File: src/rtl/dtc_sw_pkg.sv
package dtc_sw_pkg;
  localparam int unsigned NUM_PHASES = 3;
  localparam int unsigned NUM_SECTORS = 6;

  typedef logic [NUM_PHASES-1:0] sw_vec_t;  // bit 2 = a, bit 1 = b, bit 0 = c

  // Active vector for zero-based index 0..5 (V1..V6)
  function automatic sw_vec_t active_vec(input logic [3:0] idx);
    case (idx)
      4'd0:    active_vec = 3'b100;
      4'd1:    active_vec = 3'b110;
      4'd2:    active_vec = 3'b010;
      4'd3:    active_vec = 3'b011;
      4'd4:    active_vec = 3'b001;
      default: active_vec = 3'b101;
    endcase
  endfunction
endpackage

File: src/rtl/dtc_hyst_cmp.sv
module dtc_hyst_cmp #(
  parameter int unsigned W = 16
) (
  input  logic                clk,
  input  logic                rst_n,
  input  logic                strobe,
  input  logic signed [W-1:0] est,
  input  logic signed [W-1:0] ref_val,
  input  logic signed [W-1:0] band,
  output logic                state_d,
  output logic                state_q
);
  localparam int unsigned WX = W + 1;

  logic signed [WX-1:0] lo_lim, hi_lim, est_x;

  always_comb begin
    est_x  = WX'(est);
    lo_lim = WX'(ref_val) - WX'(band);
    hi_lim = WX'(ref_val) + WX'(band);
    if (est_x < lo_lim)      state_d = 1'b1;
    else if (est_x > hi_lim) state_d = 1'b0;
    else                     state_d = state_q;
  end

  always_ff @(posedge clk) begin
    if (!rst_n)      state_q <= 1'b0;
    else if (strobe) state_q <= state_d;
  end

  // One comparator module serves torque and flux
  p_below_sets_r2_r3: assert property (@(posedge clk) disable iff (!rst_n)
    (strobe && (WX'(est) < WX'(ref_val) - WX'(band))) |=> state_q);
  p_above_clears_r2_r3: assert property (@(posedge clk) disable iff (!rst_n)
    (strobe && (WX'(est) > WX'(ref_val) + WX'(band))) |=> !state_q);
  p_idle_holds_r10: assert property (@(posedge clk) disable iff (!rst_n)
    !strobe |=> $stable(state_q));
endmodule

File: src/rtl/dtc_sw_table.sv
module dtc_sw_table
  import dtc_sw_pkg::*;
(
  input  logic [2:0] sector,
  input  logic       flx_up,
  input  logic       trq_up,
  input  sw_vec_t    applied,
  output sw_vec_t    cand
);
  logic [3:0] step, sum, idx;

  always_comb begin
    case ({flx_up, trq_up})
      2'b11:   step = 4'd1;  // +1
      2'b10:   step = 4'd5;  // -1
      2'b01:   step = 4'd2;  // +2
      default: step = 4'd4;  // -2
    endcase
    sum = {1'b0, sector} - 4'd1 + step;
    idx = (sum >= 4'(NUM_SECTORS)) ? sum - 4'(NUM_SECTORS) : sum;
    if (sector == 3'd0 || sector == 3'd7) cand = applied;
    else                                  cand = active_vec(idx);
  end
endmodule

File: src/rtl/dtc_phase_lock.sv
module dtc_phase_lock #(
  parameter int unsigned LOCK_SAMPLES = 15
) (
  input  logic clk,
  input  logic rst_n,
  input  logic strobe,
  input  logic cand,
  output logic sw_q
);
  localparam int unsigned CW = $clog2(LOCK_SAMPLES + 1);
  localparam logic [CW-1:0] RELOAD = CW'(LOCK_SAMPLES - 1);

  logic [CW-1:0] cnt_q;
  logic          free;

  assign free = (cnt_q == '0);

  always_ff @(posedge clk) begin
    if (!rst_n) begin
      sw_q  <= 1'b0;
      cnt_q <= '0;
    end else if (strobe) begin
      if (free && (cand != sw_q)) begin
        sw_q  <= cand;
        cnt_q <= RELOAD;
      end else if (!free) begin
        cnt_q <= cnt_q - 1'b1;
      end
    end
  end

  p_locked_holds_r6: assert property (@(posedge clk) disable iff (!rst_n)
    (strobe && !free) |=> $stable(sw_q));
  p_switch_reloads_r6: assert property (@(posedge clk) disable iff (!rst_n)
    !$stable(sw_q) |-> (cnt_q == RELOAD));
  p_free_follows_r7: assert property (@(posedge clk) disable iff (!rst_n)
    (strobe && free) |=> (sw_q == $past(cand)));
  p_idle_freeze_r10: assert property (@(posedge clk) disable iff (!rst_n)
    !strobe |=> ($stable(sw_q) && $stable(cnt_q)));
endmodule

File: src/rtl/dtc_switch_ctrl.sv
module dtc_switch_ctrl
  import dtc_sw_pkg::*;
#(
  parameter int unsigned W            = 16,
  parameter int unsigned LOCK_SAMPLES = 15
) (
  input  logic                clk,
  input  logic                rst_n,
  input  logic                in_valid,
  output logic                in_ready,
  input  logic [2:0]          sector,
  input  logic signed [W-1:0] trq_est,
  input  logic signed [W-1:0] trq_ref,
  input  logic signed [W-1:0] trq_band,
  input  logic signed [W-1:0] flx_est,
  input  logic signed [W-1:0] flx_ref,
  input  logic signed [W-1:0] flx_band,
  output logic                out_valid,
  output logic                sw_a,
  output logic                sw_b,
  output logic                sw_c
);
  logic    take;
  logic    trq_d, trq_q, flx_d, flx_q;
  sw_vec_t applied, cand;

  assign in_ready = 1'b1;
  assign take     = in_valid && in_ready;

  dtc_hyst_cmp #(.W(W)) u_trq_cmp (
    .clk(clk), .rst_n(rst_n), .strobe(take), .est(trq_est), .ref_val(trq_ref),
    .band(trq_band), .state_d(trq_d), .state_q(trq_q));

  dtc_hyst_cmp #(.W(W)) u_flx_cmp (
    .clk(clk), .rst_n(rst_n), .strobe(take), .est(flx_est), .ref_val(flx_ref),
    .band(flx_band), .state_d(flx_d), .state_q(flx_q));

  dtc_sw_table u_table (
    .sector(sector), .flx_up(flx_d), .trq_up(trq_d), .applied(applied), .cand(cand));

  for (genvar p = 0; p < NUM_PHASES; p++) begin : g_phase
    dtc_phase_lock #(.LOCK_SAMPLES(LOCK_SAMPLES)) u_lock (
      .clk(clk), .rst_n(rst_n), .strobe(take), .cand(cand[p]), .sw_q(applied[p]));
  end

  always_ff @(posedge clk) begin
    if (!rst_n) out_valid <= 1'b0;
    else        out_valid <= take;
  end

  assign sw_a = applied[2];
  assign sw_b = applied[1];
  assign sw_c = applied[0];

  p_valid_follows_r9: assert property (@(posedge clk) disable iff (!rst_n)
    in_valid |=> out_valid);
  p_no_spurious_valid_r9: assert property (@(posedge clk) disable iff (!rst_n)
    !in_valid |=> !out_valid);
  p_bad_sector_r5: assert property (@(posedge clk) disable iff (!rst_n)
    (in_valid && (sector == 3'd0 || sector == 3'd7)) |=> $stable({sw_a, sw_b, sw_c}));
endmodule

File: config.mk
export PLATFORM = sky130hd
export DESIGN_NAME = dtc_switch_ctrl
export DESIGN_NICKNAME = d
export VERILOG_FILES = /design/src/rtl/dtc_sw_pkg.sv /design/src/rtl/dtc_hyst_cmp.sv /design/src/rtl/dtc_sw_table.sv /design/src/rtl/dtc_phase_lock.sv /design/src/rtl/dtc_switch_ctrl.sv
export SDC_FILE = /design/constraint.sdc
export NUM_CORES = 1
export LEC_CHECK = 0
export ABC_AREA = 1
export BUFFER_PORTS_ARGS = -buffer_cell sky130_fd_sc_hd__buf_2
export CELL_PAD_IN_SITES_DETAIL_PLACEMENT = 1
export CELL_PAD_IN_SITES_GLOBAL_PLACEMENT = 1
export CORE_UTILIZATION = 44
export DETAILED_ROUTE_END_ITERATION = 7
export PLACE_DENSITY = 0.95
export SLEW_MARGIN = 20
export SYNTH_ARGS = -nofsm -noshare
export SYNTH_HDL_FRONTEND = slang
export SYNTH_SLANG_ARGS = --single-unit
File: constraint.sdc
create_clock -name clk -period 14 [get_ports clk]
set_input_delay 2.8 -clock clk [delete_from_list [all_inputs] [get_ports clk]]
set_output_delay 2.8 -clock clk [all_outputs]
set_load 0.01 [all_outputs]
Yosys cells after proc, flatten, opt, wreduce, memory -nomap -nowiden --
Index checks and enable logic that the tools add are counted.
Cells by class: add/subtract/negate cells 10, eq/ne operators 14, magnitude comparators 5, reductions and logical operators 15, multiplexer cells 14
Operators with widths (count):
- $add A16 B16 Y17 | 2
- $gt A16 B17 Y1 | 2
- $lt A16 B17 Y1 | 2
- $sub A16 B16 Y17 | 2
- $mux W4 | 7
- $logic_not A4 Y1 | 4
- $pmux W3 S5 | 1
- $reduce_and A2 Y1 | 6
- $sub A4 B1 Y4 const B | 3
- $pmux W3 S3 | 1
- $eq A4 B2 Y1 const B | 2
- $ne A2 B2 Y1 const B | 3
- $add A4 B3 Y4 | 1
- $eq A2 B2 Y1 const B | 2
- $eq A4 B1 Y1 const B | 1
- $eq A4 B3 Y1 const B | 1
- $ge A4 B3 Y1 const B | 1
- $mux W1 | 4
- $sub A3 B1 Y4 const B | 1
- $sub A4 B3 Y4 const B | 1
- $eq A3 B3 Y1 const B | 1
- $logic_and A1 B1 Y1 | 3
- $logic_not A3 Y1 | 1
- $mux W3 | 1
- 3 further kinds | 5
Word-level totals: output and inout port bits 5, word-level logic and storage cells 67, register bits after elaboration 18

Logic depth before layout (Yosys ltp) --
Gate-level depths: netlist (run 1).
word-level depth 16, gate-level depth with buffers 44, gate-level depth less buffers 43

Cells and area by module --
A second synthesis (run 1) with hierarchy kept.
Unflattened totals: cell total of the unflattened synthesis 1023, area, all modules 6409.9 µm²
By module, submodules not included:
- dtc_hyst_cmp (u_flx_cmp) | cells each 400, times used 1, area an instance 2566.2 µm²
- dtc_hyst_cmp (u_trq_cmp) | cells each 419, times used 1, area an instance 2528.7 µm²
- dtc_phase_lock | cells each 46, times used 3, area an instance 307.8 µm²
- dtc_sw_table | cells each 61, times used 1, area an instance 352.8 µm²
- dtc_switch_ctrl | cells each 5, times used 1, area an instance 38.8 µm²

Worst setup path after synthesis (run 1) --
Ideal clock, no wire load.
path kind input to register, start point input port flx_ref[0], end point register g_phase[0].u_lock.sw_q, library setup time 113 ps, required time 13887 ps, buffers on the path 0, cell stages on the path 41, arrival 7504 ps, slack 6383 ps, cell sequence inv_1 -> ha_1 -> fa_1 -> o21ai_1 -> nand2_1 -> nand2_1 -> a21oi_1 -> o21ai_1 -> a21oi_1 -> xor2_1 -> ha_1 -> nand2_1 -> inv_1 -> o21ai_0 -> a21oi_1 -> nor2_1 -> nand3_1 -> nand2_1 -> (+5 left out) -> ha_1 -> inv_1 -> ha_1 -> inv_1 -> fa_1 -> inv_1 -> ha_1 -> nand3b_1 -> nor2_1 -> nor2_4 -> nand3_2 -> nand2_1 -> nand2_1 -> nand3_1 -> nor2_1 -> nand2_1 -> nand2_1 -> nor2_1
Between the ends: word-level cells in the longest chain between the ends 15
RTL lines:
- start: declaration | RTL line dtc_switch_ctrl.sv:16 | input logic signed [W-1:0] flx_ref,
- $add A16 B16 Y17 | RTL line dtc_hyst_cmp.sv:20 | hi_lim = WX'(ref_val) + WX'(band);
- $gt A16 B17 Y1 | RTL line dtc_hyst_cmp.sv:22 | else if (est_x > hi_lim) state_d = 1'b0;
- $mux W1 | RTL line dtc_hyst_cmp.sv:22
- $mux W1 (*) | RTL line dtc_hyst_cmp.sv:21 | if (est_x < lo_lim) state_d = 1'b1;
- $eq A2 B1 Y1 or $eq A2 B2 Y1 (tied branches) | RTL line dtc_sw_table.sv:13 | case ({flx_up, trq_up})
- $pmux W3 S3 (*) | RTL line dtc_sw_table.sv:13
- $add A4 B3 Y4 (*) | RTL line dtc_sw_table.sv:19 | sum = {1'b0, sector} - 4'd1 + step;
- $sub A4 B3 Y4 or $ge A4 B3 Y1 (tied branches) | RTL line dtc_sw_table.sv:20 | idx = (sum >= 4'(NUM_SECTORS)) ? sum - 4'(NUM_SECTORS) : sum;
- $mux W4 (*) | RTL line dtc_sw_table.sv:20
- $eq A4 B3 Y1, or another cell as far along | RTL line dtc_sw_pkg.sv:9 | case (idx)
- $pmux W3 S5 (*) | RTL line dtc_sw_pkg.sv:9
- $mux W3 (*) | RTL line dtc_sw_table.sv:21 | if (sector == 3'd0 || sector == 3'd7) cand = applied;
- $ne A1 B1 Y1 | RTL line dtc_phase_lock.sv:23 | if (free && (cand != sw_q)) begin
- $logic_and A1 B1 Y1 | RTL line dtc_phase_lock.sv:23
- $reduce_and A2 Y1 (no line)
- end signal: assignment | RTL line dtc_phase_lock.sv:24 | sw_q <= cand;
- end: declaration | RTL line dtc_phase_lock.sv:8 | output logic sw_q
Mark *: on every way between the ends. The rest lies on a longest branch, timed or not. A chain may end at the register's enable or synchronous reset.

Worst setup path after layout (run 1) --
Ends and elaborated chain as after synthesis.

==> results of run 1 <==
## worst register-to-register path, delay by kind of cell (launching register included)
family	cells	cell delay [ps]
AND/OR/NAND/NOR	14	1480
adder cells (fa/ha/maj)	4	1150
flip-flops	1	330
buffers and inverters	3	180
## synthesized netlist by cell type
library cell    n  area [um2]
nand3b_1        5        37.5
inv_2           3        11.3
o21a_1          1        7.51
a21oi_4         1        16.3
a21oi_1        99         495
nor3_1         16        80.1
buf_4           4        30.0
nor4_1          6        37.5
a31oi_1         6        37.5
conb_1          1        3.75
nand2_2        11        68.8
nand2_1       170         638
o31ai_2         2        25.0
inv_1         145         544
nor3b_1         1        7.51
a21boi_1        2        15.0
buf_6           3        33.8
a21oi_2         2        17.5
clkinv_1        1        3.75
clkbuf_2        2        10.0
o31ai_1         4        30.0
o21ai_2         2        17.5
ha_1          141        1760
nor2_1         49         184
nand4_1        22         138
o21bai_1        4        30.0
a41oi_1         1        8.76
dfxtp_1        18         360
o21ai_0        29         145
nand3_1        49         245
fa_1            5         100
nor2_4          1        11.3
nand2_4         3        33.8
o21ai_1        10        50.1
a21o_1          8        60.1
a22oi_1         4        30.0
buf_2           8        40.0
xnor2_1         6        52.6
xor2_1         49         429
nand3_2         5        50.1
## how the worst min path moves through the flow
stage                                                        from                                      end  slack, ps
after detailed placement  g_phase[1].u_lock.cnt_q[0]$_SDFFE_PN0P_  g_phase[1].u_lock.cnt_q[0]$_SDFFE_PN0P_        460
final                     g_phase[1].u_lock.cnt_q[0]$_SDFFE_PN0P_  g_phase[1].u_lock.cnt_q[0]$_SDFFE_PN0P_        470
after global routing      g_phase[1].u_lock.cnt_q[0]$_SDFFE_PN0P_  g_phase[1].u_lock.cnt_q[0]$_SDFFE_PN0P_        490
after floorplan           g_phase[1].u_lock.cnt_q[0]$_SDFFE_PN0P_  g_phase[1].u_lock.cnt_q[0]$_SDFFE_PN0P_        440
after CTS                 g_phase[1].u_lock.cnt_q[0]$_SDFFE_PN0P_  g_phase[1].u_lock.cnt_q[0]$_SDFFE_PN0P_        470
after global placement    g_phase[1].u_lock.cnt_q[0]$_SDFFE_PN0P_  g_phase[1].u_lock.cnt_q[0]$_SDFFE_PN0P_        450
## sequential cells by signal, indices dropped and copies added (netlist names)
register	flops
out_valid	1
u_trq_cmp.state_q	1
u_flx_cmp.state_q	1
g_phase.u_lock.sw_q	3
g_phase.u_lock.cnt_q	12
## kinds of logic after synthesis
family          after synthesis  share of synthesized area
compound gates              175                      0.167
xor+xnor                     55                     0.0816
fa+ha+maj                   146                      0.316
buf+inv                     166                      0.114
flops                        18                     0.0611
other cells                   1                   0.000636
simple gates                338                      0.260
## cells in the final DEF (no fill, tap or decap), types with 5 or more instances in the layout
master,count
buf_2,105
nor4_1,6
ha_1,141
nor3_1,16
o21ai_0,29
nor2_1,49
nand2_2,11
o21ai_1,10
nand2_1,170
xor2_1,49
dfxtp_1,18
a21oi_1,99
fa_1,5
nand3_2,5
a31oi_1,6
nand3_1,49
a21o_1,8
inv_1,145
nand4_1,22
xnor2_1,6
nand3b_1,5
## stage by stage
stage / instance area [um2] / util / std cells / total power, mW / setup WS, ps
3_5_place_dp: 6530 / 0.509 / 1159 / 0.604 / 5500
2_1_floorplan: 5900 / - / 899 / 0.479 / 6380
4_1_cts: 6620 / 0.516 / 1163 / 0.682 / 5600
5_1_grt: 6620 / 0.516 / 1163 / 0.757 / 5100
6_report: 6620 / 0.516 / 1163 / 0.679 / 5600
3_3_place_gp: 6530 / 0.509 / 1159 / 0.578 / 5670
## final cells by class
class | instances | area (um2)
Inverter | 149 | 559
Timing Repair Buffer | 105 | 526
Tap cell | 172 | 215
Fill cell | 1791 | 6210
Sequential cell | 18 | 360
Multi-Input combinational cell | 715 | 4870
Clock buffer | 4 | 88.8
## routing by layer
metal	up-vias	routed length, um	GRT usage	part of all wire
met1	2920	7800	0.298	0.45
met2	98	8820	0.476	0.51
met4	0	169	0.0409	0.0098
li1	3167	-	-	-
met3	12	371	0.00727	0.022
met5	-	0	0	0
## power by group
group,switching [mW],internal (mW)
Sequential,0.0132,0.0680
Combinational,0.334,0.199
Clock,0.0220,0.0436
==> out/metrics.yaml, run 1 <==
clock-sinks: 18
post_cts_buffers: 0
path_delay_family: "adder cells"
antenna_found_initial: 0
cts_root_buf: "clkbuf_16"
synthDistinctLibCells: 40
diodes: 0
layout-drive-gt1-share: 0.140
fin_skew_ps: 2.53
post_cts_resized: 0
avgSynthCellArea_um2: 6.56
num_vias: 6197
grt_pass1_vias: 6536
cp_max_fo: 4
max_freq_ghz: 0.119
end_kind: "flip-flop"
vdd_ir_drop_max_v: 0.0000483
die_x_um: 118
slew_violations: 0
core.rowCount: 41
finalCritPeriodShare: 0.600
min_path_cells: 2
r2r_cells: 21
r2r_slack_ps: 10750
critPathArrivalTime_ps: 8550
synth_nets: 1147
grt_max_degree: 14
regToRegStartpoint: "u_trq_cmp.state_q$_SDFFE_PN0P_"
grt_pass1_wl_um: 29000
worstSetupPathType: "input port to flip-flop"
syn_to_final_growth_pct: 12.1
cts.clk_slew.worst_paths_ps: 60
viasPerCell: 5.33
ys_ff_latch: 18
worstSetupStartpointType: "input port"
hold_path_class: "flip-flop to flip-flop"
clockBufferDepth: 2
initial_core_util: 0.460
globalRoute.totalOverflow: 0
cp-startpoint: "flx_ref[0]"
reg2reg_to: "g_phase[0].u_lock.sw_q$_SDFFE_PN0P_"
cp_slowest_cell: "fa_1"
max_cap_violations: 0
wl_per_cell_um: 14.8
synth-seq-area-share: 0.0611
setup_violations: 0
tightest_slew_ps: 704
maxSlewHeadroom: 0.526
hold_buffers: 0
drt-total-wl_um: 17200
die_h_um: 118
dr.pass1.iters: 4
portBuffers: 105
rsz0062_at_grt: "no"
drc: 0
path_buf_inv: 8
hold_ws_ps: 471
tns_ps: 0
die_area_um2: 13900
fin_nets: 1240
hpwl_um: 15000
path_common_cell: "nand2_1"
drt_iter0_markers: 209
ys_warn_count: 0
cts_tree: "done"
netlist_area_um2: 5900
gr-usage-all-layers: 0.245
power_leakage_nw: 3.82
required_ps: 14150
pin_count: 107
core_um2: 12800
power_density_nw_per_um2: 103
htree_levels: 1
outcome: "finished, final reports clean"
slowest_delay_ps: 520
gp_congestion: 0.983
cts_buffers: 3
clk_latency_ps: 250
finalHoldViolCount: 0
synth_cells: 899
worstSetupEndpoint: "g_phase[0].u_lock.sw_q$_SDFFE_PN0P_"
antenna_left: 0
post-route-min-period_ps: 8400
cp.depth: 42
Power figures use the tool's default switching activity.
==> inputs of run 2 (changes only) <==
--- a/config.mk
+++ b/config.mk
@@ -5,13 +5,13 @@
 export SDC_FILE = /design/constraint.sdc
 export NUM_CORES = 1
 export LEC_CHECK = 0
-export ABC_AREA = 1
+export ABC_AREA = 0
 export BUFFER_PORTS_ARGS = -buffer_cell sky130_fd_sc_hd__buf_2
 export CELL_PAD_IN_SITES_DETAIL_PLACEMENT = 1
 export CELL_PAD_IN_SITES_GLOBAL_PLACEMENT = 1
-export CORE_UTILIZATION = 44
+export CORE_UTILIZATION = 39
 export DETAILED_ROUTE_END_ITERATION = 7
-export PLACE_DENSITY = 0.95
+export PLACE_DENSITY = 0.88
 export SLEW_MARGIN = 20
 export SYNTH_ARGS = -nofsm -noshare
 export SYNTH_HDL_FRONTEND = slang
==> constraint.sdc (replaced) <==
create_clock -name clk -period 7.13 [get_ports clk]
set_input_delay 1.426 -clock clk [delete_from_list [all_inputs] [get_ports clk]]
set_output_delay 1.426 -clock clk [all_outputs]
set_load 0.01 [all_outputs]
==> run 2 against run 1 <==
Net effect:
- the run now ends with negative setup slack left
- largest cell class unchanged
- combinational power rose to 2.9 times the previous value
- synthesized cell count down 7.7%
- utilization up 3.5 points
- critical endpoint is now g_phase[2].u_lock.cnt_q[3]$_SDFFE_PN0P_
- hold slack better by 47 ps
- global-route usage up 3.8 points
- sequential share of layout area down 1.2 points
- via count up 18%
- area after synthesis up 4.4%
- register-to-register slack worse by 7600 ps
- die area up 18%
- critical path depth down 11
- sequential power up 120%
==> out/metrics.yaml, run 2 <==
finalCritPeriodShare: 1.03
clockBufferDepth: 2  # unchanged
globalRoute.totalOverflow: 0  # unchanged
initial_core_util: 0.402  # was 0.460
path_common_cell: "buf_4"  # was nand2_1
slew_violations: 0  # unchanged
slowest_delay_ps: 530  # was 520 ps
clock-sinks: 18  # unchanged
synthDistinctLibCells: 75  # was 40
fin_skew_ps: 2.47  # was 2.53 ps
tns_ps: -673  # was 0 ps
synthTopCellsByArea: "ha_1 29%, dfxtp_1 5.8%, inv_1 5.5%"  # was ha_1 30%, nand2_1 11%, inv_1 9.2%
mostFrequentLayoutCell: "buf_4"  # was nand2_1
cts.clk_slew.worst_paths_ps: 60  # about the same
antenna_found_initial: 1  # was 0
outcome: "finished, violations left"  # was finished, final reports clean
drt_iter0_markers: 385  # was 209
grt_max_degree: 21  # was 14
num_vias: 7316  # was 6197
drc: 0  # unchanged
fin_util: 0.551  # was 0.516
worstSetupPathType: "input port to flip-flop"  # unchanged
top_register: "g_phase.u_lock.cnt_q"  # unchanged
portBuffers: 105  # unchanged
hold_buffers: 0  # unchanged
synth_top_cell_area_share: 0.286  # was 0.299
syn_to_final_growth_pct: 37.0  # was 12.1%
cts_root_buf: "clkbuf_16"  # unchanged
worstSetupStartpointType: "input port"  # unchanged
largest_register_ffs: 12  # unchanged
layout_common_cells: "139 x buf_4, 134 x ha_1, 102 x buf_2, 86 x inv_1, 57 x nor2_1"  # was 170 x nand2_1, 145 x inv_1, 141 x ha_1, 105 x buf_2, 99 x a21oi_1
finalHoldViolCount: 0  # unchanged
clk_latency_ps: 250  # about the same
power_leakage_nw: 4.07  # was 3.82 nW
core_um2: 15300  # was 12800 um2
yosys-top-cells-count: "141 x ha_1, 90 x inv_1, 59 x nor2_1"  # was 170 x nand2_1, 145 x inv_1, 141 x ha_1
drt-total-wl_um: 24100  # was 17200 um
cp_max_fo: 4  # unchanged
required_ps: 7320  # was 14150 ps
wl_per_cell_um: 19.1  # was 14.8 um
synth-seq-area-share: 0.0585  # was 0.0611
core.rowCount: 45  # was 41
ys_warn_count: 0  # unchanged
rsz0062_at_grt: "yes"  # was no
ys.flop_type: "dfxtp_1"  # unchanged
synth_cells: 830  # was 899
pin_count: 107  # unchanged
netlist_area_um2: 6160  # was 5900 um2
critPathArrivalTime_ps: 7500  # was 8550 ps
ys_ff_latch: 18  # unchanged
synth_edf_count: 0  # unchanged
cp_slowest_cell: "a2111oi_2"  # was fa_1
htree_levels: 1  # unchanged
gr-usage-all-layers: 0.283  # was 0.245
cts_buffers: 3  # unchanged
dr.pass1.iters: 5  # was 4
fill_cells: 1971  # was 1791
hold_path_class: "flip-flop to flip-flop"  # unchanged
power_density_nw_per_um2: 220  # was 103 nW/um2
synth_largest_area_cell: "ha_1"  # unchanged
antenna_left: 0  # unchanged
max_freq_ghz: 0.137
tightest_slew_ps: 646  # was 704 ps
gp_congestion: 0.948  # was 0.983
layout-drive-gt1-share: 0.316  # was 0.140
fin_nets: 1299  # was 1240
setup_ws_ps: -184  # was 5600 ps
end_kind: "flip-flop"  # unchanged
maxSlewHeadroom: 0.568  # was 0.526
hpwl_um: 18200  # was 15000 um
yosysMostFrequentCell: "ha_1"  # was nand2_1
max_cap_violations: 0  # unchanged
avgSynthCellArea_um2: 7.42  # was 6.56 um2
top_regs: "g_phase.u_lock.cnt_q x12, g_phase.u_lock.sw_q x3"  # unchanged
violations: "negative setup slack"
die_area_um2: 16300  # was 13900 um2
grt_pass1_wl_um: 37600  # was 29000 um
die_h_um: 128  # was 118 um
synthArstFlopShare: 0  # unchanged
cts_tree: "done"  # unchanged
synth_nets: 1078  # was 1147
die_x_um: 128  # was 118 um
setup_violations: 9  # was 0
grt_pass1_vias: 7841  # was 6536
vdd_ir_drop_max_v: 0.000133  # was 0.0000483 V
post-route-min-period_ps: 7310
viasPerCell: 5.80  # was 5.33
==> run 2: cell families (layout without fill, tap and decap cells) <==
group,after synthesis,count (layout),synth area share
simple gates,245,245,0.207
buf+inv,120,340,0.0747
xor+xnor,41,41,0.0595
compound gates,252,252,0.285
mux,7,7,0.0118
flops,18,18,0.0585
fa+ha+maj,146,146,0.303
other cells,1,2,0.000609
==> run 2: layout make-up <==
class	count	area, um2	area share
multi-input cells	692	5780	0.685
repair buffers	245	1600	0.190
flip-flops and latches	18	360	0.0427
inverters	91	342	0.0405
well taps	211	264	0.0313
clock buffers	4	88.8	0.0105
diodes	1	2.50	0.000296
==> run 2: critical path: cells and delay by family <==
family,cells,cell delay [ps]
simple gates,2,330
compound gates,15,3020
buf+inv,8,860
fa+ha+maj,6,1860
==> run 2: power breakdown <==
group          total, mW  switching, mW  leakage, nW  internal, mW
sequential         0.179         0.0403        0.149         0.138
clock              0.130         0.0442       0.0442        0.0856
combinational       1.55          0.822         3.87         0.729
total               1.86          0.906         4.07         0.952
==> run 2: per-stage QoR <==
| stage | worst slack [ps] | cell area (um2) | instances | hold WS, ps | power (mW) |
|---|---|---|---|---|---|
| CTS | -24.0 | 8110 | 1249 | 511 | 1.65 |
| global route | -338 | 8440 | 1262 | 564 | 1.99 |
| global placement | -468 | 7740 | 1238 | 471 | 1.32 |
| finish | -184 | 8440 | 1262 | 518 | 1.86 |
| detailed placement | -833 | 7740 | 1238 | 503 | 1.40 |
| floorplan | 5.70 | 6160 | 830 | 451 | 0.945 |
==> run 2: path summary, 6_finish.rpt <==
check | slack (ps) | cells past startpoint | startpoint | endpoint
worst min-delay path | 520 | 2 | g_phase[2].u_lock.cnt_q[1]$_SDFFE_PN0P_ | g_phase[2].u_lock.cnt_q[1]$_SDFFE_PN0P_
worst max-delay path | -180 | 31 | trq_ref[0] | g_phase[2].u_lock.cnt_q[3]$_SDFFE_PN0P_
worst min register to register | 520 | 2 | g_phase[2].u_lock.cnt_q[1]$_SDFFE_PN0P_ | g_phase[2].u_lock.cnt_q[1]$_SDFFE_PN0P_
worst max register to register | 3110 | 19 | u_trq_cmp.state_q$_SDFFE_PN0P_ | g_phase[2].u_lock.cnt_q[3]$_SDFFE_PN0P_
==> run 2: per-layer routing <==
metal / wire length, um / vias up / global-route usage
li1: - / 3472 / -
met1: 9810 / 3547 / 0.312
met2: 12800 / 220 / 0.558
met3: 675 / 77 / 0.0225
met4: 833 / 0 / 0.102
met5: 0 / - / 0
==> run 2: what timing repair did <==
action,in CTS,in global routing
pin swaps,40,52
hold endpoints to repair,0,0
endpoints found under the setup margin,15,15
gates resized for setup,52,59
buffers inserted,7,12
gates cloned,0,0
